<file path="src/rtl/bitscan_pkg.sv">
package bitscan_pkg;

    localparam int BS_XLEN = 64;

    typedef enum logic [1:0] {
        OP_SCAN_LOW  = 2'd0,
        OP_SCAN_HIGH = 2'd1,
        OP_CNT_TRAIL = 2'd2,
        OP_CNT_LEAD  = 2'd3
    } bs_op_e;

endpackage

</file>
<file path="src/rtl/bitscan_op_decode.sv">
module bitscan_op_decode
    import bitscan_pkg::*;
(
    input  logic   dir_high,
    input  logic   count_sel,
    input  logic   feat_en,
    output bs_op_e op
);
    logic count_eff;

    // Without the feature the prefix is ignored: fall back to scanning.
    assign count_eff = count_sel & feat_en;

    always_comb begin
        unique case ({count_eff, dir_high})
            2'b00:   op = OP_SCAN_LOW;
            2'b01:   op = OP_SCAN_HIGH;
            2'b10:   op = OP_CNT_TRAIL;
            default: op = OP_CNT_LEAD;
        endcase
    end
endmodule

</file>
<file path="src/rtl/bitscan_lsb_find.sv">
module bitscan_lsb_find #(
    parameter int W    = 64,
    parameter int IDXW = $clog2(W + 1)
) (
    input  logic [W-1:0]    vec,
    output logic [IDXW-1:0] idx,
    output logic            found
);
    always_comb begin
        idx   = '0;
        found = |vec;
        // Walk downward so the lowest set bit is the last one written.
        for (int i = W - 1; i >= 0; i--) begin
            if (vec[i]) begin
                idx = IDXW'(i);
            end
        end
    end
endmodule

</file>
<file path="src/rtl/bitscan_result_sel.sv">
module bitscan_result_sel
    import bitscan_pkg::*;
#(
    parameter int XLEN = 64,
    parameter int IDXW = $clog2(XLEN + 1)
) (
    input  bs_op_e            op,
    input  logic              wide,
    input  logic              nonzero,
    input  logic [IDXW-1:0]   lo_idx,
    input  logic [IDXW-1:0]   hi_idx,
    input  logic [XLEN-1:0]   prior,
    output logic [XLEN-1:0]   result,
    output logic              cf,
    output logic              zf
);
    localparam int HALF = XLEN / 2;
    localparam int PADW = XLEN - IDXW;

    logic [IDXW-1:0] width_val;
    logic [IDXW-1:0] top_bit;
    logic [IDXW-1:0] count_val;

    assign width_val = wide ? IDXW'(XLEN) : IDXW'(HALF);
    assign top_bit   = width_val - IDXW'(1);

    always_comb begin
        result    = '0;
        cf        = 1'b0;
        zf        = 1'b0;
        count_val = '0;
        unique case (op)
            OP_SCAN_LOW, OP_SCAN_HIGH: begin
                if (nonzero) begin
                    result = {{PADW{1'b0}}, (op == OP_SCAN_LOW) ? lo_idx : hi_idx};
                    zf     = 1'b0;
                end else begin
                    result = prior;
                    zf     = 1'b1;
                end
                cf = 1'b0;
            end
            default: begin
                if (!nonzero) begin
                    count_val = width_val;
                end else if (op == OP_CNT_TRAIL) begin
                    count_val = lo_idx;
                end else begin
                    count_val = top_bit - hi_idx;
                end
                result = {{PADW{1'b0}}, count_val};
                cf     = ~nonzero;
                zf     = (count_val == '0);
            end
        endcase
    end
endmodule

</file>
<file path="src/rtl/bitscan_unit.sv">
module bitscan_unit
    import bitscan_pkg::*;
#(
    parameter int XLEN    = BS_XLEN,
    parameter bit OUT_REG = 1'b1
) (
    input  logic            clk,
    input  logic            rst_n,
    input  logic            in_valid,
    input  logic [XLEN-1:0] in_src,
    input  logic            in_wide,
    input  logic            in_dir_high,
    input  logic            in_count_sel,
    input  logic            feat_en,
    input  logic [XLEN-1:0] in_prior,
    output logic            out_valid,
    output logic [XLEN-1:0] out_result,
    output logic            out_cf,
    output logic            out_zf
);
    localparam int HALF = XLEN / 2;
    localparam int IDXW = $clog2(XLEN + 1);

    typedef struct packed {
        logic            valid;
        logic [XLEN-1:0] result;
        logic            cf;
        logic            zf;
    } out_s;

    logic [XLEN-1:0] src_m;
    logic [XLEN-1:0] src_rev;
    logic [IDXW-1:0] lo_idx;
    logic [IDXW-1:0] rev_idx;
    logic [IDXW-1:0] hi_idx;
    logic            lo_found;
    logic            rev_found;
    bs_op_e          op;
    logic [XLEN-1:0] sel_result;
    logic            sel_cf;
    logic            sel_zf;
    out_s            out_d;
    out_s            out_q;

    // Narrow operands examine only the low half.
    assign src_m = in_wide ? in_src : {{HALF{1'b0}}, in_src[HALF-1:0]};

    // The high end is found as the lowest set bit of the reversed operand.
    for (genvar g = 0; g < XLEN; g++) begin : g_rev
        assign src_rev[g] = src_m[XLEN-1-g];
    end

    bitscan_lsb_find #(.W(XLEN), .IDXW(IDXW)) u_lo_find (
        .vec   (src_m),
        .idx   (lo_idx),
        .found (lo_found)
    );

    bitscan_lsb_find #(.W(XLEN), .IDXW(IDXW)) u_hi_find (
        .vec   (src_rev),
        .idx   (rev_idx),
        .found (rev_found)
    );

    assign hi_idx = IDXW'(XLEN - 1) - rev_idx;

    bitscan_op_decode u_dec (
        .dir_high  (in_dir_high),
        .count_sel (in_count_sel),
        .feat_en   (feat_en),
        .op        (op)
    );

    bitscan_result_sel #(.XLEN(XLEN), .IDXW(IDXW)) u_sel (
        .op      (op),
        .wide    (in_wide),
        .nonzero (lo_found & rev_found),
        .lo_idx  (lo_idx),
        .hi_idx  (hi_idx),
        .prior   (in_prior),
        .result  (sel_result),
        .cf      (sel_cf),
        .zf      (sel_zf)
    );

    always_comb begin
        out_d       = out_q;
        out_d.valid = in_valid;
        if (in_valid) begin
            out_d.result = sel_result;
            out_d.cf     = sel_cf;
            out_d.zf     = sel_zf;
        end
    end

    always_ff @(posedge clk or negedge rst_n) begin
        if (!rst_n) begin
            out_q <= '0;
        end else begin
            out_q <= out_d;
        end
    end

    if (OUT_REG) begin : g_reg_out
        assign out_valid  = out_q.valid;
        assign out_result = out_q.result;
        assign out_cf     = out_q.cf;
        assign out_zf     = out_q.zf;
    end else begin : g_comb_out
        assign out_valid  = out_d.valid;
        assign out_result = out_d.result;
        assign out_cf     = out_d.cf;
        assign out_zf     = out_d.zf;
    end
endmodule

</file>
<file path="config.mk">
export PLATFORM = sky130hd
export DESIGN_NAME = bitscan_unit
export DESIGN_NICKNAME = d
export VERILOG_FILES = /design/src/rtl/bitscan_pkg.sv /design/src/rtl/bitscan_op_decode.sv /design/src/rtl/bitscan_lsb_find.sv /design/src/rtl/bitscan_result_sel.sv /design/src/rtl/bitscan_unit.sv
export SDC_FILE = /design/constraint.sdc
export NUM_CORES = 1
export LEC_CHECK = 0
export CAP_MARGIN = 25
export CORE_UTILIZATION = 49
export DETAILED_ROUTE_END_ITERATION = 7
export PLACE_DENSITY = 0.83
export SKIP_CTS_REPAIR_TIMING = 1
export SLEW_MARGIN = 20
export SYNTH_ARGS = -nofsm -noshare
export SYNTH_HDL_FRONTEND = slang
export SYNTH_HIERARCHICAL = 1
export SYNTH_SLANG_ARGS = --single-unit
</file>
<file path="constraint.sdc">
create_clock -name clk -period 1.4 [get_ports clk]
set_input_delay 0.28 -clock clk [delete_from_list [all_inputs] [get_ports clk]]
set_output_delay 0.28 -clock clk [all_outputs]
set_load 0.02 [all_outputs]
</file>
* Word level (Yosys, flattened, before mapping)
Index checks and enable logic that the tools add are counted.
** Storage, ports and cells
- Register bits after elaboration :: 67
- Bits of input ports :: 135
- Word-level logic and storage cells :: 158
** Cells by class
- Add/sub/neg operators :: 3
- Equality and inequality tests :: 4
- Muxes and demuxes :: 140
- Bitwise logic cells :: 2
- Reductions and logical operators :: 5
** Operators with widths (count)
- $mux 6 :: 128
- $mux 64 :: 3
- $reduce_or 64->1 :: 1
- $mux 7 :: 5
- $logic_not 7->1 :: 1
- $sub 6x7->7 const A :: 1
- $sub 7x1->7 const B :: 1
- $sub 7x7->7 :: 1
- $pmux 2 s3 :: 1
- $eq 2x1->1 const B :: 2
- $eq 2x2->1 const B :: 2
- $logic_not 2->1 :: 2
- $mux 1 :: 3
- $reduce_or 2->1 :: 1
- $and 1x1->1 :: 1
- $not 1->1 :: 1

* Depth between registers and ports, before layout
- Depth in word-level cells :: 72
- Depth in mapped cells :: 14
- Gate-level depth less buffers :: 13

* Hierarchy
The synthesis kept the hierarchy.
** By module, submodules not included
- bitscan_unit :: times used 1, cells each 182, area each 2876.5 um^2, seq. area each 1676.6 um^2
- bitscan_lsb_find :: times used 2, cells each 147, area each 898.4 um^2, seq. area each 0.0 um^2
- bitscan_result_sel :: times used 1, cells each 115, area each 744.5 um^2, seq. area each 0.0 um^2
- bitscan_op_decode :: times used 1, cells each 2, area each 10.0 um^2, seq. area each 0.0 um^2

* Least setup slack after synthesis
OpenSTA, ideal clock, no wires.
- Kind :: input to register
- From :: input port in_wide
- To :: register out_q (netlist bit out_result[2])
- Library setup time :: 0.065 ns
- Arrival :: 2.785 ns
- Data required time :: 1.335 ns
- Slack :: -1.450 ns
- Cell stages on the path :: 12
- Cells stage by stage :: clkbuf_1 and2_1 or4_4 nor4b_4 nand3_2 nor2_2 nand3b_1 and2_1 nor2_1 clkbuf_1 a22o_1 mux2_2
** RTL lines
- start: declaration :: line bitscan_unit.sv:11 : input logic in_wide,
- $mux 64 * :: line bitscan_unit.sv:46 : assign src_m = in_wide ? in_src : {{HALF{1'b0}}, in_src[HALF-1:0]};
- named net src_m[62] :: line bitscan_unit.sv:31 : logic [XLEN-1:0] src_m;
- $reduce_or 64->1 * :: line bitscan_lsb_find.sv:11 : found = |vec;
- named net lo_found :: line bitscan_unit.sv:36 : logic lo_found;
- $mux 7 :: line bitscan_result_sel.sv:44 : if (!nonzero) begin
- $mux 7 :: line bitscan_result_sel.sv:32 : unique case (op)
- $mux 64 * :: line bitscan_result_sel.sv:32
- named net sel_result[2] :: line bitscan_unit.sv:39 : logic [XLEN-1:0] sel_result;
- end signal: assignment :: line bitscan_unit.sv:100 : out_q <= out_d;
- end: declaration :: line bitscan_unit.sv:43 : out_s out_q;
Mark *: on every way through the listed nets, which the timed path passes. The rest lies on a longest branch. The select of a mux whose other input is x is not followed.
A chain may end at the register's enable or synchronous reset.

* Worst setup path in the final report
- From :: input port in_wide
- To :: register out_q (netlist bit out_zf)
** RTL lines
- $mux 64 :: line bitscan_unit.sv:46
- named net src_m[39] :: line bitscan_unit.sv:31
- $mux 6 (40 in series) :: line bitscan_lsb_find.sv:14 : if (vec[i]) begin
- named net lo_idx[2] :: line bitscan_unit.sv:33 : logic [IDXW-1:0] lo_idx;
- $mux 7 :: line bitscan_result_sel.sv:46 : end else if (op == OP_CNT_TRAIL) begin
- $mux 7 :: line bitscan_result_sel.sv:44
- $mux 7 :: line bitscan_result_sel.sv:32
- $logic_not 7->1 :: line bitscan_result_sel.sv:53 : zf = (count_val == '0);
- $mux 1 :: line bitscan_result_sel.sv:32
- named net sel_zf :: line bitscan_unit.sv:41 : logic sel_zf;
The timed path passes the listed nets, and every way through them passes these cells. The select of a mux whose other input is x is not followed.

==> results.sh <==
export IMPL_timing_hold_ws_ps=384
export IMPL_synth_area_leader_cell="dfrtp_1"
export IMPL_setup_viol=66
export IMPL_grt_pass1_vias=6136
export IMPL_track_usage_pct=33.7
export IMPL_cts_sink_count=67
export IMPL_violations="design-rule violations, negative setup slack"
export IMPL_final_nets=1084
export IMPL_drv_slew=0
export IMPL_synth_cells=593
export IMPL_yosysSeqAreaShare_pct=30.9
export IMPL_rsz0062_at_grt="yes"
export IMPL_synth_compound_gate_area_share_pct=14.1
export IMPL_fin_crit_sh_pct=223
export IMPL_slew_headroom_pct=44.0
export IMPL_synthMuxAreaShare_pct=17.2
export IMPL_synthXorXnorAreaFrac_pct=0.968
export IMPL_critPathCaptureType="flop"
export IMPL_p_leak_uw=0.00585
export IMPL_cp_cell_sequence="buf_12 -> buf_12 -> clkbuf_16 -> and2_4 -> or4_4 -> nor4_4 -> o211ai_1 -> o211ai_1 -> a21boi_1 -> or4_4 -> nor4b_4 -> o211a_1 -> mux2_4"
export IMPL_initial_core_util_pct=50.3
export IMPL_synth_edf_count=0
export IMPL_clkTransAtPathRegs_ps=90
export IMPL_worst_pin_slew_ps=832
export IMPL_cts_tree="done"
export IMPL_root_buffer="clkbuf_8"
export IMPL_ys_top_cells_by_area="dfrtp_1 31%, mux2_4 11%, and2_1 11%, mux2_2 5.4%, nor4_1 3.7%"
export IMPL_wl_per_cell_um=26.2
export IMPL_status="complete, but fails checks"
export IMPL_post_synth_top_count_cell="and2_1"
export IMPL_cp_slowest_cell="or4_4"
export IMPL_synth_top_family_by_area="simple AND/OR/NAND/NOR gates"
export IMPL_ys_top_cells_by_count="93 x and2_1, 67 x dfrtp_1, 44 x nor2_1"
export IMPL_die_h_um=107
export IMPL_critical_path_required_ps=1720
export IMPL_ir_drop_v=0.000585
export IMPL_clk_latency_ps=370
export IMPL_gp_congestion=0.953
export IMPL_ys_flop_type="dfrtp_1"
export IMPL_critPathArrivalTime_ps=3440
export IMPL_period_needed_ps=3130
export IMPL_dr_pass1_iters=8
export IMPL_dp_hpwl_um=14700
export IMPL_fp_dieW_um=107
export IMPL_fmax_mhz=320
export IMPL_num_io_pins=202
export IMPL_critPathTopFamily="simple AND/OR/NAND/NOR gates"
export IMPL_antenna_found_initial=0
export IMPL_numCtsBuffers=9
export IMPL_grt_pass1_wl_um=30100
export IMPL_synth_fa_ha_area_share_pct=0.231
export IMPL_post_drt_via_cell_ratio=6.67
export IMPL_avgSynthCellArea_um2=9.15
export IMPL_synthDistinctLibCells=57
export IMPL_io_buffers=201
export IMPL_yosys_warnings=6
export IMPL_slowest_delay_ps=580
export IMPL_timing_final_hold_violations=0
export IMPL_drive_gt1_share_pct=39.1
export IMPL_grt_max_degree=68
export IMPL_areaGrowthSynthToFinish_pct=85.6
export IMPL_synth_area_um2=5430
export IMPL_synth_top_area_share_pct=30.9
export IMPL_drv_cap=0
export IMPL_fin_skew_ps=0
export IMPL_synthSimpleGateAreaFrac_pct=31.8
export IMPL_drt_iter0_markers=829
export IMPL_num_vias=7293
export IMPL_synth_nets=729
export IMPL_ys_ff_latch=67
export IMPL_power_density_nw_per_um2=593
export IMPL_core_um2=10800
export IMPL_htreeDepth=3
export IMPL_routed_wl_um=28700
export IMPL_detail_route_antenna_nets=0
export IMPL_grt_ovfl_total=0
export IMPL_row_count=38
export IMPL_ctsLongestPathBuffers=2
export IMPL_fin_ws_ps=-1730
export IMPL_cp_num_buf_inv=3
export IMPL_dieArea_um2=11500
export IMPL_drc_errors=4
export IMPL_hold_path_class="primary input to flop"
export IMPL_cp_max_fo=8
export IMPL_tns_ps=-101740
export IMPL_critPathKind="primary input to flop"
export IMPL_async_flop_share_pct=100
export IMPL_start_kind="primary input"
-- cell usage in the layout (no fill, tap or decap), drive strengths merged, types with 3 or more instances in the layout --
cell and instances:
a31oi 4, nor2b 11, nor2 46, clkbuf 17, nor3 24, or4 11, a211oi 5, or3 6
and2 93, mux2i 4, a21boi 6, a21oi 25, o311ai 6, o21bai 6, nor4 36, clkdlybuf4s50 92
a22o 5, buf 163, o211ai 9, nor4b 3, nand2b 8, dlymetal6s2s 104, inv 28, dfrtp 67
o21a 6, xnor2 6, o31ai 6, clkinv 3, mux2 66, nand3 16, o21ai 19, nand2 21
o211a 3
-- routing by layer --
metal	vias to the layer above	track usage (%)	routed length (um)
met2	713	61.3	13400
met3	306	8.21	3060
met5	-	0	0
met1	3400	35.4	9270
li1	2874	-	-
met4	0	18.4	2900
-- cell type report --
type | instances | area (um2)
diodes | 1 | 2.50
clock buffers | 10 | 128
clock inverters | 6 | 90.1
fillers | 320 | 717
inverters | 28 | 105
multi-input cells | 475 | 4120
flip-flops and latches | 67 | 1680
well taps | 140 | 175
repair buffers | 367 | 3780
-- sequential cells by signal (all words and copies together) (netlist names) --
signal      flops
out_cf          1
out_zf          1
out_result     64
out_valid       1
-- report_power, final --
group	switching, uW	total (uW)	internal (uW)
Sequential	21.2	1990	1970
Combinational	1010	2100	1090
Clock	877	1880	1010
Total	1910	5970	4070
-- cell families after synthesis --
family	count (synthesis)
adder cells (fa/ha/maj)	1
AND/OR/NAND/NOR	284
buffers and inverters	51
other	2
XOR/XNOR	6
flip-flops	67
multiplexers	70
AO/OA/AOI/OAI	112
-- stage by stage --
stage | utilization, % | cells | power [uW] | cell area (um2) | setup WS, ps
3_3_place_gp | 80.4 | 1055 | 3650 | 8680 | -1980
3_5_place_dp | 80.4 | 1055 | 3690 | 8680 | -2100
2_1_floorplan | - | 593 | 2690 | 5560 | -1280
5_1_grt | 93.3 | 1093 | 6120 | 10100 | -1790
6_report | 93.4 | 1094 | 5970 | 10100 | -1730
4_1_cts | 82.4 | 1071 | 5500 | 8900 | -1750
-- worst paths after layout --
kind                                 from              to  slack (ps)  cells past startpoint
min in group asynchronous           rst_n  out_result[28]         450                      3
setup / recovery                  in_wide          out_zf       -1730                     13
hold reg to reg            out_result[18]  out_result[18]         510                      1
max in group asynchronous           rst_n  out_result[22]         620                      3
setup reg to reg           out_result[43]  out_result[43]         550                      1
hold / removal                   in_valid       out_valid         380                      2
No activity file was read; power rests on OpenSTA's default activity.
